$ cat config.mk
export PLATFORM = sky130hd
export DESIGN_NAME = port_lpm_ctrl
export DESIGN_NICKNAME = d
export VERILOG_FILES = /design/src/rtl/plpm_pkg.sv /design/src/rtl/plpm_tick_timer.sv /design/src/rtl/plpm_hs_waiter.sv /design/src/rtl/plpm_jk_detect.sv /design/src/rtl/port_lpm_ctrl.sv
export SDC_FILE = /design/constraint.sdc
export NUM_CORES = 1
export LEC_CHECK = 0
export CAP_MARGIN = 20
export CORE_MARGIN = 2
export CORE_UTILIZATION = 65
export CTS_CLUSTER_DIAMETER = 50
export DETAILED_ROUTE_END_ITERATION = 6
export DONT_BUFFER_PORTS = 1
export PLACE_DENSITY = 0.81
export RECOVER_POWER = 25
export SETUP_SLACK_MARGIN = 0.15
export SLEW_MARGIN = 5
export SYNTH_ARGS = -nofsm -noshare
export SYNTH_HDL_FRONTEND = slang
export SYNTH_HIERARCHICAL = 1
export SYNTH_SLANG_ARGS = --single-unit
$ cat constraint.sdc
create_clock -name clk -period 10.15 [get_ports clk]
set_input_delay 1.015 -clock clk [delete_from_list [all_inputs] [get_ports clk]]
set_output_delay 1.015 -clock clk [all_outputs]
set_load 0.05 [all_outputs]
$ cat src/rtl/plpm_pkg.sv
package plpm_pkg;

    typedef enum logic [2:0] {
        PS_IDLE    = 3'd0,
        PS_L1_REQ  = 3'd1,
        PS_L1_SUSP = 3'd2,
        PS_L2_SUSP = 3'd3,
        PS_L1_RES  = 3'd4,
        PS_L2_RES  = 3'd5,
        PS_L2_EXIT = 3'd6
    } plpm_state_e;

    localparam logic [1:0] HS_ACK   = 2'b00;
    localparam logic [1:0] HS_NYET  = 2'b01;
    localparam logic [1:0] HS_STALL = 2'b10;
    localparam logic [1:0] HS_NONE  = 2'b11;

    localparam logic [1:0] PST_OFF  = 2'd0;
    localparam logic [1:0] PST_ON   = 2'd1;
    localparam logic [1:0] PST_SUSP = 2'd2;

endpackage

$ cat src/rtl/plpm_tick_timer.sv
module plpm_tick_timer #(
    parameter int W = 12
) (
    input  logic         clk,
    input  logic         rst_n,
    input  logic         clr,
    input  logic         tick,
    input  logic [W-1:0] limit,
    output logic         hit
);
    logic [W-1:0] cnt_d, cnt_q;

    // counts ticks; hit fires on the tick that arrives when limit ticks have already passed
    always_comb begin
        cnt_d = cnt_q;
        hit   = 1'b0;
        if (clr) begin
            cnt_d = '0;
        end else if (tick) begin
            if (cnt_q == limit) hit = 1'b1;
            else                cnt_d = cnt_q + W'(1);
        end
    end

    always_ff @(posedge clk or negedge rst_n) begin
        if (!rst_n) cnt_q <= '0;
        else        cnt_q <= cnt_d;
    end
endmodule

$ cat src/rtl/plpm_hs_waiter.sv
module plpm_hs_waiter
    import plpm_pkg::*;
#(
    parameter int TIMEOUT_CYC = 16
) (
    input  logic       clk,
    input  logic       rst_n,
    input  logic       active,
    input  logic       hs_valid,
    input  logic [1:0] hs_code,
    output logic       finish,
    output logic [1:0] result
);
    localparam int CW = $clog2(TIMEOUT_CYC + 1);
    localparam logic [CW-1:0] LAST = CW'(TIMEOUT_CYC - 1);

    logic [CW-1:0] cnt_d, cnt_q;

    always_comb begin
        finish = active && (hs_valid || cnt_q == LAST);
        result = hs_valid ? hs_code : HS_NONE;
        cnt_d  = cnt_q;
        if (!active)      cnt_d = '0;
        else if (!finish) cnt_d = cnt_q + CW'(1);
    end

    always_ff @(posedge clk or negedge rst_n) begin
        if (!rst_n) cnt_q <= '0;
        else        cnt_q <= cnt_d;
    end
endmodule

$ cat src/rtl/plpm_jk_detect.sv
module plpm_jk_detect (
    input  logic clk,
    input  logic rst_n,
    input  logic arm,
    input  logic line_k,
    output logic evt
);
    logic k_d, k_q;

    always_comb begin
        k_d = line_k;
        evt = arm && line_k && !k_q;
    end

    always_ff @(posedge clk or negedge rst_n) begin
        if (!rst_n) k_q <= 1'b0;
        else        k_q <= k_d;
    end
endmodule

$ cat src/rtl/port_lpm_ctrl.sv
module port_lpm_ctrl
    import plpm_pkg::*;
#(
    parameter int ADDR_W      = 7,
    parameter int HIRD_W      = 4,
    parameter int TIMEOUT_CYC = 16,
    parameter int RES_BASE_US = 50,
    parameter int RES_STEP_US = 75,
    parameter int L2_EXIT_US  = 2000
) (
    input  logic              clk,
    input  logic              rst_n,
    input  logic              cfg_wr,
    input  logic              cfg_suspend,
    input  logic              cfg_force_resume,
    input  logic              cfg_enable,
    input  logic              cfg_power,
    input  logic              cfg_clr_change,
    input  logic              cfg_l1_mode,
    input  logic [ADDR_W-1:0] cfg_dev_addr,
    input  logic [HIRD_W-1:0] cfg_resume_code,
    input  logic              enable_set,
    input  logic              port_reset,
    input  logic              hs_valid,
    input  logic [1:0]        hs_code,
    input  logic              line_k,
    input  logic              hs_idle,
    input  logic              tick_1us,
    output logic              st_suspend,
    output logic              st_force_resume,
    output logic              st_enable,
    output logic              st_power,
    output logic              st_change,
    output logic [1:0]        st_l1_status,
    output logic [1:0]        port_state,
    output logic              lpm_req,
    output logic [ADDR_W-1:0] lpm_addr,
    output logic [HIRD_W-1:0] lpm_hird,
    output logic              lpm_done,
    output logic              drive_resume
);
    localparam int L1_MAX_US = RES_BASE_US + RES_STEP_US * ((1 << HIRD_W) - 1);
    localparam int TOP_US    = (L1_MAX_US > L2_EXIT_US) ? L1_MAX_US : L2_EXIT_US;
    localparam int TW        = $clog2(TOP_US + 1);

    typedef struct packed {
        plpm_state_e       state;
        logic              suspend;
        logic              force_res;
        logic              enable;
        logic              power;
        logic              change;
        logic              done;
        logic              rst_prev;
        logic [1:0]        l1_stat;
        logic [ADDR_W-1:0] addr;
        logic [HIRD_W-1:0] hird;
    } regs_t;

    regs_t r_d, r_q;

    logic          hs_active, hs_finish;
    logic [1:0]    hs_result;
    logic          jk_arm, jk_evt;
    logic          t_clr, t_hit;
    logic [TW-1:0] t_limit, l1_limit, l2_limit;
    logic          pw_next, rst_rise;

    assign hs_active = (r_q.state == PS_L1_REQ);
    assign jk_arm    = (r_q.state == PS_L1_SUSP) || (r_q.state == PS_L2_SUSP);
    assign t_clr     = !((r_q.state == PS_L1_RES) || (r_q.state == PS_L2_EXIT));
    assign l1_limit  = TW'(RES_BASE_US + RES_STEP_US * int'(r_q.hird));
    assign l2_limit  = TW'(L2_EXIT_US - 1);
    assign t_limit   = (r_q.state == PS_L1_RES) ? l1_limit : l2_limit;

    plpm_hs_waiter #(.TIMEOUT_CYC(TIMEOUT_CYC)) u_hs (
        .clk(clk), .rst_n(rst_n), .active(hs_active), .hs_valid(hs_valid),
        .hs_code(hs_code), .finish(hs_finish), .result(hs_result)
    );

    plpm_jk_detect u_jk (
        .clk(clk), .rst_n(rst_n), .arm(jk_arm), .line_k(line_k), .evt(jk_evt)
    );

    plpm_tick_timer #(.W(TW)) u_tmr (
        .clk(clk), .rst_n(rst_n), .clr(t_clr), .tick(tick_1us),
        .limit(t_limit), .hit(t_hit)
    );

    always_comb begin
        r_d          = r_q;
        r_d.done     = 1'b0;
        r_d.rst_prev = port_reset;
        pw_next      = cfg_wr ? cfg_power : r_q.power;
        r_d.power    = pw_next;
        rst_rise     = port_reset && !r_q.rst_prev;
        if (cfg_wr && cfg_clr_change) r_d.change = 1'b0;

        if (!pw_next) begin
            r_d.suspend   = 1'b0;
            r_d.force_res = 1'b0;
            r_d.enable    = 1'b0;
            r_d.state     = PS_IDLE;
        end else if (rst_rise) begin
            r_d.suspend   = 1'b0;
            r_d.force_res = 1'b0;
            r_d.state     = PS_IDLE;
        end else if (cfg_wr && !cfg_enable) begin
            r_d.enable    = 1'b0;
            r_d.suspend   = 1'b0;
            r_d.force_res = 1'b0;
            r_d.state     = PS_IDLE;
        end else begin
            if (enable_set) r_d.enable = 1'b1;
            unique case (r_q.state)
                PS_IDLE: begin
                    if (cfg_wr && cfg_suspend && r_q.enable) begin
                        if (cfg_l1_mode && cfg_dev_addr != '0) begin
                            r_d.state = PS_L1_REQ;
                            r_d.addr  = cfg_dev_addr;
                            r_d.hird  = cfg_resume_code;
                        end else begin
                            r_d.suspend = 1'b1;
                            r_d.state   = PS_L2_SUSP;
                        end
                    end
                end
                PS_L1_REQ: begin
                    if (hs_finish) begin
                        r_d.done    = 1'b1;
                        r_d.l1_stat = hs_result;
                        if (hs_result == HS_ACK) begin
                            r_d.suspend = 1'b1;
                            r_d.state   = PS_L1_SUSP;
                        end else begin
                            r_d.state = PS_IDLE;
                        end
                    end
                end
                PS_L1_SUSP, PS_L2_SUSP: begin
                    if (jk_evt || (cfg_wr && cfg_force_resume)) begin
                        r_d.force_res = 1'b1;
                        if (jk_evt) r_d.change = 1'b1;
                        r_d.state = (r_q.state == PS_L1_SUSP) ? PS_L1_RES : PS_L2_RES;
                    end
                end
                PS_L1_RES: begin
                    if (t_hit) begin
                        r_d.force_res = 1'b0;
                        r_d.suspend   = 1'b0;
                        r_d.state     = PS_IDLE;
                    end
                end
                PS_L2_RES: begin
                    if (cfg_wr && !cfg_force_resume) r_d.state = PS_L2_EXIT;
                end
                PS_L2_EXIT: begin
                    if (hs_idle || t_hit) begin
                        r_d.force_res = 1'b0;
                        r_d.suspend   = 1'b0;
                        r_d.state     = PS_IDLE;
                    end
                end
                default: r_d.state = PS_IDLE;
            endcase
        end
    end

    always_ff @(posedge clk or negedge rst_n) begin
        if (!rst_n) r_q <= '0;
        else        r_q <= r_d;
    end

    always_comb begin
        st_suspend      = r_q.suspend;
        st_force_resume = r_q.force_res;
        st_enable       = r_q.enable;
        st_power        = r_q.power;
        st_change       = r_q.change;
        st_l1_status    = r_q.l1_stat;
        lpm_req         = (r_q.state == PS_L1_REQ);
        lpm_addr        = r_q.addr;
        lpm_hird        = r_q.hird;
        lpm_done        = r_q.done;
        drive_resume    = (r_q.state == PS_L1_RES) || (r_q.state == PS_L2_RES);
        if (!r_q.enable)      port_state = PST_OFF;
        else if (r_q.suspend) port_state = PST_SUSP;
        else                  port_state = PST_ON;
    end

    // a done pulse only follows a cycle with an open request
    p_done_after_req_r4: assert property (@(posedge clk) disable iff (!rst_n)
        lpm_done |-> $past(lpm_req));

    // the recorded outcome moves only together with the done pulse
    p_status_with_done_r5: assert property (@(posedge clk) disable iff (!rst_n)
        !$stable(st_l1_status) |-> lpm_done);

    // a refused request never leaves the port suspended
    p_reject_no_susp_r5: assert property (@(posedge clk) disable iff (!rst_n)
        (lpm_done && st_l1_status != HS_ACK) |-> !st_suspend);

    // the change flag rises only with a new force-resume
    p_change_with_fr_r8: assert property (@(posedge clk) disable iff (!rst_n)
        $rose(st_change) |-> $rose(st_force_resume));

    // resume signalling is driven only while force-resume is set
    p_drive_has_fr_r9: assert property (@(posedge clk) disable iff (!rst_n)
        drive_resume |-> st_force_resume);

    // an unpowered port holds no suspend, resume or enable
    p_power_off_quiet_r11: assert property (@(posedge clk) disable iff (!rst_n)
        !st_power |-> (!st_suspend && !st_force_resume && !st_enable));

    // suspend can only be held by an enabled port
    p_susp_needs_en_r12: assert property (@(posedge clk) disable iff (!rst_n)
        st_suspend |-> st_enable);

endmodule

==> summary.md, run 1 <==
| Metric | Value |
|---|---|
| Worst relative slew slack | between 30% and 40% |
| Iter 0 DRT Violations | approximately 150 |
| Die Footprint | approximately 5000 um2 |
| Worst Tran Pin Value | slightly above 1000 ps |
| Worst-Skew Late Latency | 290 ps |
| Final instance area | between 2000 and 3000 um2 |
| Startpoint types | flop |
| Vias in the first global route | roughly 2.1k |
| Pin count of the biggest net entering global routing | 41 |
| Initial antenna violation count | 0 |
| Hold Fails Final Rpt | 0 |
| Area grow syn2layout | -1.01% |
| Combinational share of power | between 15 and 20% |
| Clock sinks | 40 |
| Setup bufs post-CTS | 0 |
| Via count | 2,156 |
| Post-route DRC | 0 |
| Avg Vias per Cell | roughly 6.3 |
| CTS tree | built |
| 1st-pass router iterations | 4 |
| Cell Rows | 24 |
| Final min period | 5650 ps |
| CTS Hold Bufs | 0 |
| Global-route wire length before repair | around 9.4 mm |
| Status | completed |
| Ys Warns | 6 |
| Final TNS setup | 0 ps |
| Post-synthesis sequential area ratio | roughly a third |
| Worst Path Arrival | ~5900 ps |
| RSZ-0062 raised after global routing | false |
| HPWL Detailed | about 4.1 mm |
| Clk slew on worst S/H paths | 80 ps |
| WHS | approximately 410 ps |
| Synth unique cells | just under 60 |
| Routability cong. | ~0.84 |
| Mapped Area | roughly 3000 um2 |
| Syn_area_per_cell | 9.73 um2 |
| Multi-input logic area | roughly 1700 um2 |
| P_sw | 115 uW |
| Final WL | roughly 5.6 mm |
| PwrDens | around 120 nW/um2 |
| Mapped Nets | around 360 |
| Die Span Y | 71.7 um |
| I/O pin count | slightly above 50 |
| Switching Fraction | 32.5% |
| Post-Route Skew | a little under 2 ps |
| Fill cell count | about 340 |
| Clk buf depth | 2 |
| Kind of critical path | flop to flop |
| # Max-Cap Violations | 0 |
| Fmax | approximately 180 MHz |
| Reg area | 1000 um2 |
| Max-slew violation count | 0 |
| Hold crit path type | input port to async pin |
| Antenna Nets Post-Route | 0 |
| Share of cells above drive strength 1 | 9.38% |
| Data required time of the critical path | 10,370 ps |
| Cts bufs inserted | 5 |
| Layout net count | 337 |
| Post-CTS sizing | 0 |
| CP Capture Type | flop |
| Leak | between 0.001 and 0.0015 uW |
| Setup violators final | 0 |
| VDD IR-drop max | between 0.00009 and 0.0001 V |
| GRT Total Usage | ~23% |
| Chip width | around 72 um |
| Reg2reg setup slack | ~4500 ps |
| Sequential Power Share | roughly 55% |
| Antenna diodes | 0 |
| Critical Path Fanout Max | 12 |
| Clock Root Buffer | clkbuf_8 |
| PortBufs | 0 |
| Dpl cell area | around 2900 um2 |
| Initial cell density of the core | 67.9% |
| Core footprint | ~4400 um2 |
| Pint | ~240 uW |
| CTS H-tree lvls | 2 |
| Clk pwr share | 29.9% |
| Flops & latches, synth | 40 |
| DR WL/cell | about 17 um |
| Post-synthesis instance total | ~310 |
| Gr ovfl total | 0 |
| Final period util | 55.7% |
-- through the flow --
stage          worst slack (ps)  cells  total power, uW  util [%]
2_1_floorplan              5940    306              249         -
3_3_place_gp               4770    331              250      65.0
3_5_place_dp               4550    332              252      65.2
4_1_cts                    4510    340              359      67.2
5_1_grt                    4110    340              375      67.2
6_report                   4500    340              355      67.2
-- final cells by class --
cell class / count / share of cell area [%]
Multi-Input combinational cell: 227 / 58.9
Sequential cell: 40 / 34.0
Tap cell: 52 / 2.21
Clock buffer: 6 / 2.46
Timing Repair Buffer: 1 / 0.382
Inverter: 12 / 1.53
Clock inverter: 2 / 0.552
-- cell usage after synthesis, drive strengths merged --
master	count	share of area, %
a21oi	10	1.7
o31ai	1	0.25
mux2i	1	0.34
nand4b	6	1.8
a31oi	5	1.1
or3	8	1.7
a211o	3	0.88
a211oi	1	0.25
nor3b	3	0.92
nand4	7	1.7
nand2b	8	1.9
a311oi	1	0.29
dfrtp	40	34
or2b	2	0.50
o211a	1	0.34
xnor2	6	1.8
nor4	6	2.1
a21boi	2	0.50
and2b	1	0.29
inv	12	1.5
nand3b	4	1.0
nand2	17	2.1
a22o	5	1.5
nand3	7	1.2
a41oi	3	0.88
mux2	13	4.9
o211ai	2	0.67
nor2	19	2.6
and2	5	1.1
or4	2	0.50
or2	1	0.21
o21ai	13	2.3
o21a	2	0.50
a21o	4	1.0
xor2	15	4.4
and3b	1	0.29
nor2b	6	1.3
nor3	5	1.0
fa	3	2.0
and4	3	0.88
and3	5	1.3
ha	19	8.0
o2111ai	1	0.29
clkbuf	5	0.63
buf	22	6.1
-- placed cells by master, fill, tap and decap left out, drive strengths merged, types with 2 or more instances in the layout --
| cell | Yosys | layout |
|---|---|---|
| xor2 | 15 | 15 |
| nor3 | 5 | 5 |
| nor2 | 19 | 19 |
| and3 | 5 | 5 |
| a21oi | 10 | 10 |
| fa | 3 | 3 |
| a31oi | 5 | 5 |
| a21boi | 2 | 2 |
| nor2b | 6 | 6 |
| nand3 | 7 | 7 |
| inv | 12 | 12 |
| nand3b | 4 | 4 |
| o211ai | 2 | 2 |
| clkbuf | 5 | 6 |
| nand4b | 6 | 6 |
| nand4 | 7 | 7 |
| a22o | 5 | 5 |
| ha | 19 | 19 |
| and2 | 5 | 5 |
| mux2 | 13 | 13 |
| nand2b | 8 | 8 |
| o21ai | 13 | 13 |
| or2b | 2 | 2 |
| nor4 | 6 | 6 |
| o21a | 2 | 2 |
| or3 | 8 | 8 |
| a41oi | 3 | 3 |
| nor3b | 3 | 3 |
| xnor2 | 6 | 6 |
| a211o | 3 | 3 |
| dfrtp | 40 | 40 |
| and4 | 3 | 3 |
| or4 | 2 | 2 |
| a21o | 4 | 4 |
| nand2 | 17 | 17 |
-- metal layers --
metal | track usage, % | part of all wire (%)
met1 | 30.4 | 44
met2 | 38.3 | 49
met3 | 5.63 | 5.6
met4 | 7.13 | 1.5
met5 | 0 | 0
-- power by group through the flow --
stage	combinational [uW]	clock, uW	sequential, uW
detailed placement	54.9	0	197
global route	63.4	117	195
CTS	56.1	109	194
floorplan	72.4	0	176
finish	55.1	106	194
global placement	53.4	0	197
-- critical path, cell delays in order (launching register included) --
cell       delay (ps)
dfrtp_1           780
inv_1             150
ha_1              340
inv_1              60
fa_1              510
fa_1              480
a31oi_1           260
o21ai_0           190
a21oi_1           170
o21ai_0           110
xor2_1            200
nor4_2            850
and3_2            500
and2_1            220
o2111ai_1         210
or3_1             400
a21oi_1           140
-- logic make-up (layout without fill, tap and decap cells) --
logic type      count (synthesis)  after routing  share of synthesized area (%)
fa+ha+maj                      22             22                           10.0
mux                            14             14                           5.25
xor+xnor                       21             21                           6.18
compound gates                 54             54                           12.4
simple gates                  116            116                           24.3
buf+inv                        39             21                           8.24
flops                          40             40                           33.6
-- worst paths after layout --
path | cells after the start | startpoint | to
worst max register to register | 16 | lpm_hird[2]$_DFFE_PN0P_ | r_q[21]$_DFFE_PN0P_
worst max-delay path | 16 | lpm_hird[2]$_DFFE_PN0P_ | r_q[21]$_DFFE_PN0P_
max in group asynchronous | 0 | rst_n | st_enable$_DFFE_PN0P_
worst min-delay path | 0 | rst_n | u_tmr/cnt_q[3]$_DFFE_PN0P_
min in group clk | 1 | u_hs/cnt_q[4]$_DFFE_PN0P_ | u_hs/cnt_q[4]$_DFFE_PN0P_
worst min register to register | 1 | u_hs/cnt_q[4]$_DFFE_PN0P_ | u_hs/cnt_q[4]$_DFFE_PN0P_
-- registers in the layout (all words and copies together), names as in the netlist, 2 cells and up --
register and cells:
lpm_addr 7, lpm_hird 4, st_l1_status 2, u_hs/cnt_q 5, u_tmr/cnt_q 11, r_q 4
(Power assumes the default switching activity.)
==> run 2, diff against run 1 <==
- ABC_AREA: default -> 1
- CORE_UTILIZATION: 65 -> 58
- PLACE_DENSITY: 0.81 -> 0.76
- clock period: 10.15 -> 4.5 ns (I/O delays scaled with it)
==> run 2 against run 1 <==
Compared with the run above: non-clock buffer count grew 5; first-iteration DRC count grew 4.7%; clock power grew 130%; design area grew 9.5%; the flow now finishes with violations (capacitance limit, slew limit); sequential cell count is the same; critical endpoint is now st_force_resume$_DFFE_PN0P_; largest cell class unchanged; final cell count grew 55%; critical path depth grew 7; clock skew grew 3.8 ps; register-to-register slack lost 4000 ps; via count grew 26%.
==> summary.md, run 2 <==
| Metric | Value |
|---|---|
| Setup WS pre-CTS | 445 ps (-4100 ps) |
| Main combinational cell family by area after synthesis | simple AND/OR/NAND/NOR gates |
| Setup WS post-layout | 538 ps (-3960 ps) |
| Cell Rows | 26 (+8.3%) |
| Synth Area in XOR/XNOR | 1.67% (-4.5 points) |
| Via count | 2,713 (+26%) |
| Initial cell density of the core | 60.7% (-7.2 points) |
| Most common cell after layout, fill and taps aside | nand2_1 |
| Post-synth top cells | nand2_1 (146), inv_1 (71), nor2_1 (44), dfrtp_1 (40), nand3_1 (36) |
| Clock Root Buffer | clkbuf_8 |
| Final min period | 3960 ps (-1690 ps) |
| Area grow syn2layout | 2.75% |
| Layout net count | 507 (+50%) |
| Final WL | 6.30 mm (+12%) |
| CTS tree | built |
| Final TNS setup | 0 ps (unchanged) |
| VDD IR-drop max | 0.000411 V (+330%) |
| Worst relative slew slack | -40.6% (-73 points) |
| CP Cell Sequence | ha_1 > inv_1 > fa_1 > ha_1 > ha_1 > inv_1 > o21ai_0 > inv_1 > o311ai_1 > inv_1 > nand2_1 > nand2_1 > nand3_1 > nor2_1 > nand2_2 > nor2_2 > or2_2 > nor2_1 > nand2_1 > nand3_1 > nand2_1 > o21ai_0 > inv_1 |
| Clk buf depth | 2 (unchanged) |
| Buffers and inverters on the worst path | 5 (+3) |
| 1st-pass router iterations | 4 (unchanged) |
| Mapped Nets | 513 (+44%) |
| CP Capture Type | flop |
| Critical path's slowest cell | dfrtp_1 |
| Antenna diodes | 0 (unchanged) |
| Worst-Skew Late Latency | 290 ps (about the same) |
| Async S/R FF share, synth | 100% (unchanged) |
| Post-synthesis mux area share | 0% (-5.3 points) |
| Gr ovfl total | 0 (unchanged) |
| Most frequent cells in the layout | nand2_1 (146), inv_1 (71), nor2_1 (43), dfrtp_1 (40), nand3_1 (36) |
| Most instantiated library cell after synthesis | nand2_1 |
| Vias in the first global route | 2,613 (+26%) |
| Syn_area_per_cell | 6.78 um2 (-30%) |
| Fmax | 252 MHz (+43%) |
| HPWL Detailed | 4.84 mm (+17%) |
| Synth Area in Compound Gates | 8.41% (-4.0 points) |
| Clock sinks | 40 (unchanged) |
| Max-slew violation count | 41 (+41) |
| PwrDens | 579 nW/um2 (+380%) |
| Hold Fails Final Rpt | 0 (unchanged) |
| Global-route wire length before repair | 11.1 mm (+18%) |
| Data required time of the critical path | 4680 ps (-5690 ps) |
| Initial antenna violation count | 0 (unchanged) |
| Final period util | 88.0% (+32 points) |
| Clk slew on worst S/H paths | 80 ps (about the same) |
| Post-synth EDFFs | 0 (unchanged) |
| Post-synthesis instance total | 463 (+51%) |
| Share of cells above drive strength 1 | 8.08% (-1.3 points) |
| Synth unique cells | 35 (-41%) |
| Die Span Y | 77.6 um (+8.2%) |
| Post-synthesis sequential area ratio | 31.9% (-1.7 points) |
| PortBufs | 0 (unchanged) |
| Share of the synthesized area in the top cell type | 31.9% (-1.7 points) |
| Antenna Nets Post-Route | 0 (unchanged) |
| Chip width | 77.6 um (+8.2%) |
| I/O pin count | 51 (unchanged) |
| Status | complete, but fails checks |
| Setup violators final | 0 (unchanged) |
| Routability cong. | 0.859 (+2.0%) |
| GRT Total Usage | 22.4% (-0.79 points) |
| Most used cell, CP | inv_1 |
| Adder and majority cell fraction of the synthesized area | 9.48% (-0.52 points) |
| CP top delay family | adder cells |
| Kind of critical path | flop to flop |
| Leading post-synthesis cells by cell area | dfrtp_1 (32%), nand2_1 (17%), inv_1 (8.5%), ha_1 (7.6%), nand3_1 (5.7%) |
| Main synth FF type | dfrtp_1 |
| DR WL/cell | 11.9 um (-28%) |
| Number of flip-flops in the largest register | 11 (unchanged) |
| Pin count of the biggest net entering global routing | 41 (unchanged) |
| Mapped Area | 3140 um2 (+5.5%) |
| Avg Vias per Cell | 5.14 (-19%) |
| Startpoint types | flop |
| Post-route DRC | 0 (unchanged) |
| Leak | 0.00174 uW (+27%) |
| Setup bufs post-CTS | 0 (unchanged) |
| Cell type with the largest total area after synthesis | dfrtp_1 |
| Critical Path Fanout Max | 13 (+1) |
| Worst Tran Pin Value | 2110 ps (+1100 ps) |
| Die Footprint | 6020 um2 (+17%) |
| CTS H-tree lvls | 2 (unchanged) |
| Top reg by flops | u_tmr/cnt_q |
| Post-Route Skew | 5.73 ps (+3.78 ps) |
| Synth Area in Simple Gates | 35.1% (+11 points) |
| Hold crit path type | input port to flop |
| Core footprint | 5170 um2 (+18%) |
| Crit-path max cell delay | 470 ps (-380 ps) |
| Ys Warns | 6 (unchanged) |
| Failing checks | capacitance limit, slew limit |
| Cts bufs inserted | 5 (unchanged) |
| Worst Path Arrival | 4140 ps (-1730 ps) |
| # Max-Cap Violations | 1 (+1) |
| Flops & latches, synth | 40 (unchanged) |
| RSZ-0062 raised after global routing | false |
| Iter 0 DRT Violations | 156 (+4.7%) |
[run 2: layer usage]
| metal | up-vias | part of all wire (%) | global-route usage [%] |
|---|---|---|---|
| met5 | - | 0 | 0 |
| met4 | 0 | 1.9 | 9.46 |
| met3 | 8 | 3.5 | 3.95 |
| met2 | 51 | 50 | 38.7 |
| met1 | 1239 | 45 | 27.4 |
| li1 | 1415 | - | - |
[run 2: final cells by class]
cell class	instances	area (um2)
repair buffers	6	43.8
well taps	70	87.6
clock buffers	8	90.1
multi-input cells	330	1720
fillers	471	1950
inverters	74	280
flip-flops and latches	40	1000
[run 2: final timing paths]
kind	cells past startpoint	end	slack (ps)	from
min	0	r_q[13]$_DFF_PN0_	180	port_reset
min in group asynchronous	2	u_tmr/cnt_q[3]$_DFFE_PN0P_	1330	rst_n
max	23	st_force_resume$_DFFE_PN0P_	540	lpm_hird[3]$_DFFE_PN0P_
min reg2reg	2	u_hs/cnt_q[2]$_DFFE_PN0P_	540	u_hs/cnt_q[2]$_DFFE_PN0P_
max reg2reg	23	st_force_resume$_DFFE_PN0P_	540	lpm_hird[3]$_DFFE_PN0P_
max in group asynchronous	2	lpm_addr[2]$_DFFE_PN0P_	1970	rst_n
[run 2: timing repair]
| item | 4_1_cts | 5_1_grt |
|---|---|---|
| hold buffers | 2 | 0 |
| gates resized for setup | 0 | 3 |
| hold endpoints to repair | 40 | 0 |
| endpoints found under the setup margin | 0 | 5 |
[run 2: kinds of logic after synthesis]
group	Yosys count
fa+ha+maj	22
simple gates	254
xor+xnor	6
compound gates	48
flops	40
buf+inv	93
[run 2: power by group]
group | switching (uW) | internal [uW]
logic | 646 | 343
registers | 209 | 422
clock network | 123 | 125
total | 978 | 890
[run 2: through the flow]
stage                     utilization [%]  cell area [um2]  instances  total power [uW]  hold slack [ps]
after floorplan                         -             3140        463              1460              154
after global placement               60.3             3120        518              1580              155
after detailed placement             60.3             3120        518              1600              155
after CTS                            62.6             3240        528              1870              173
after global routing                 62.4             3230        528              2050              170
final                                62.4             3230        528              1870              184
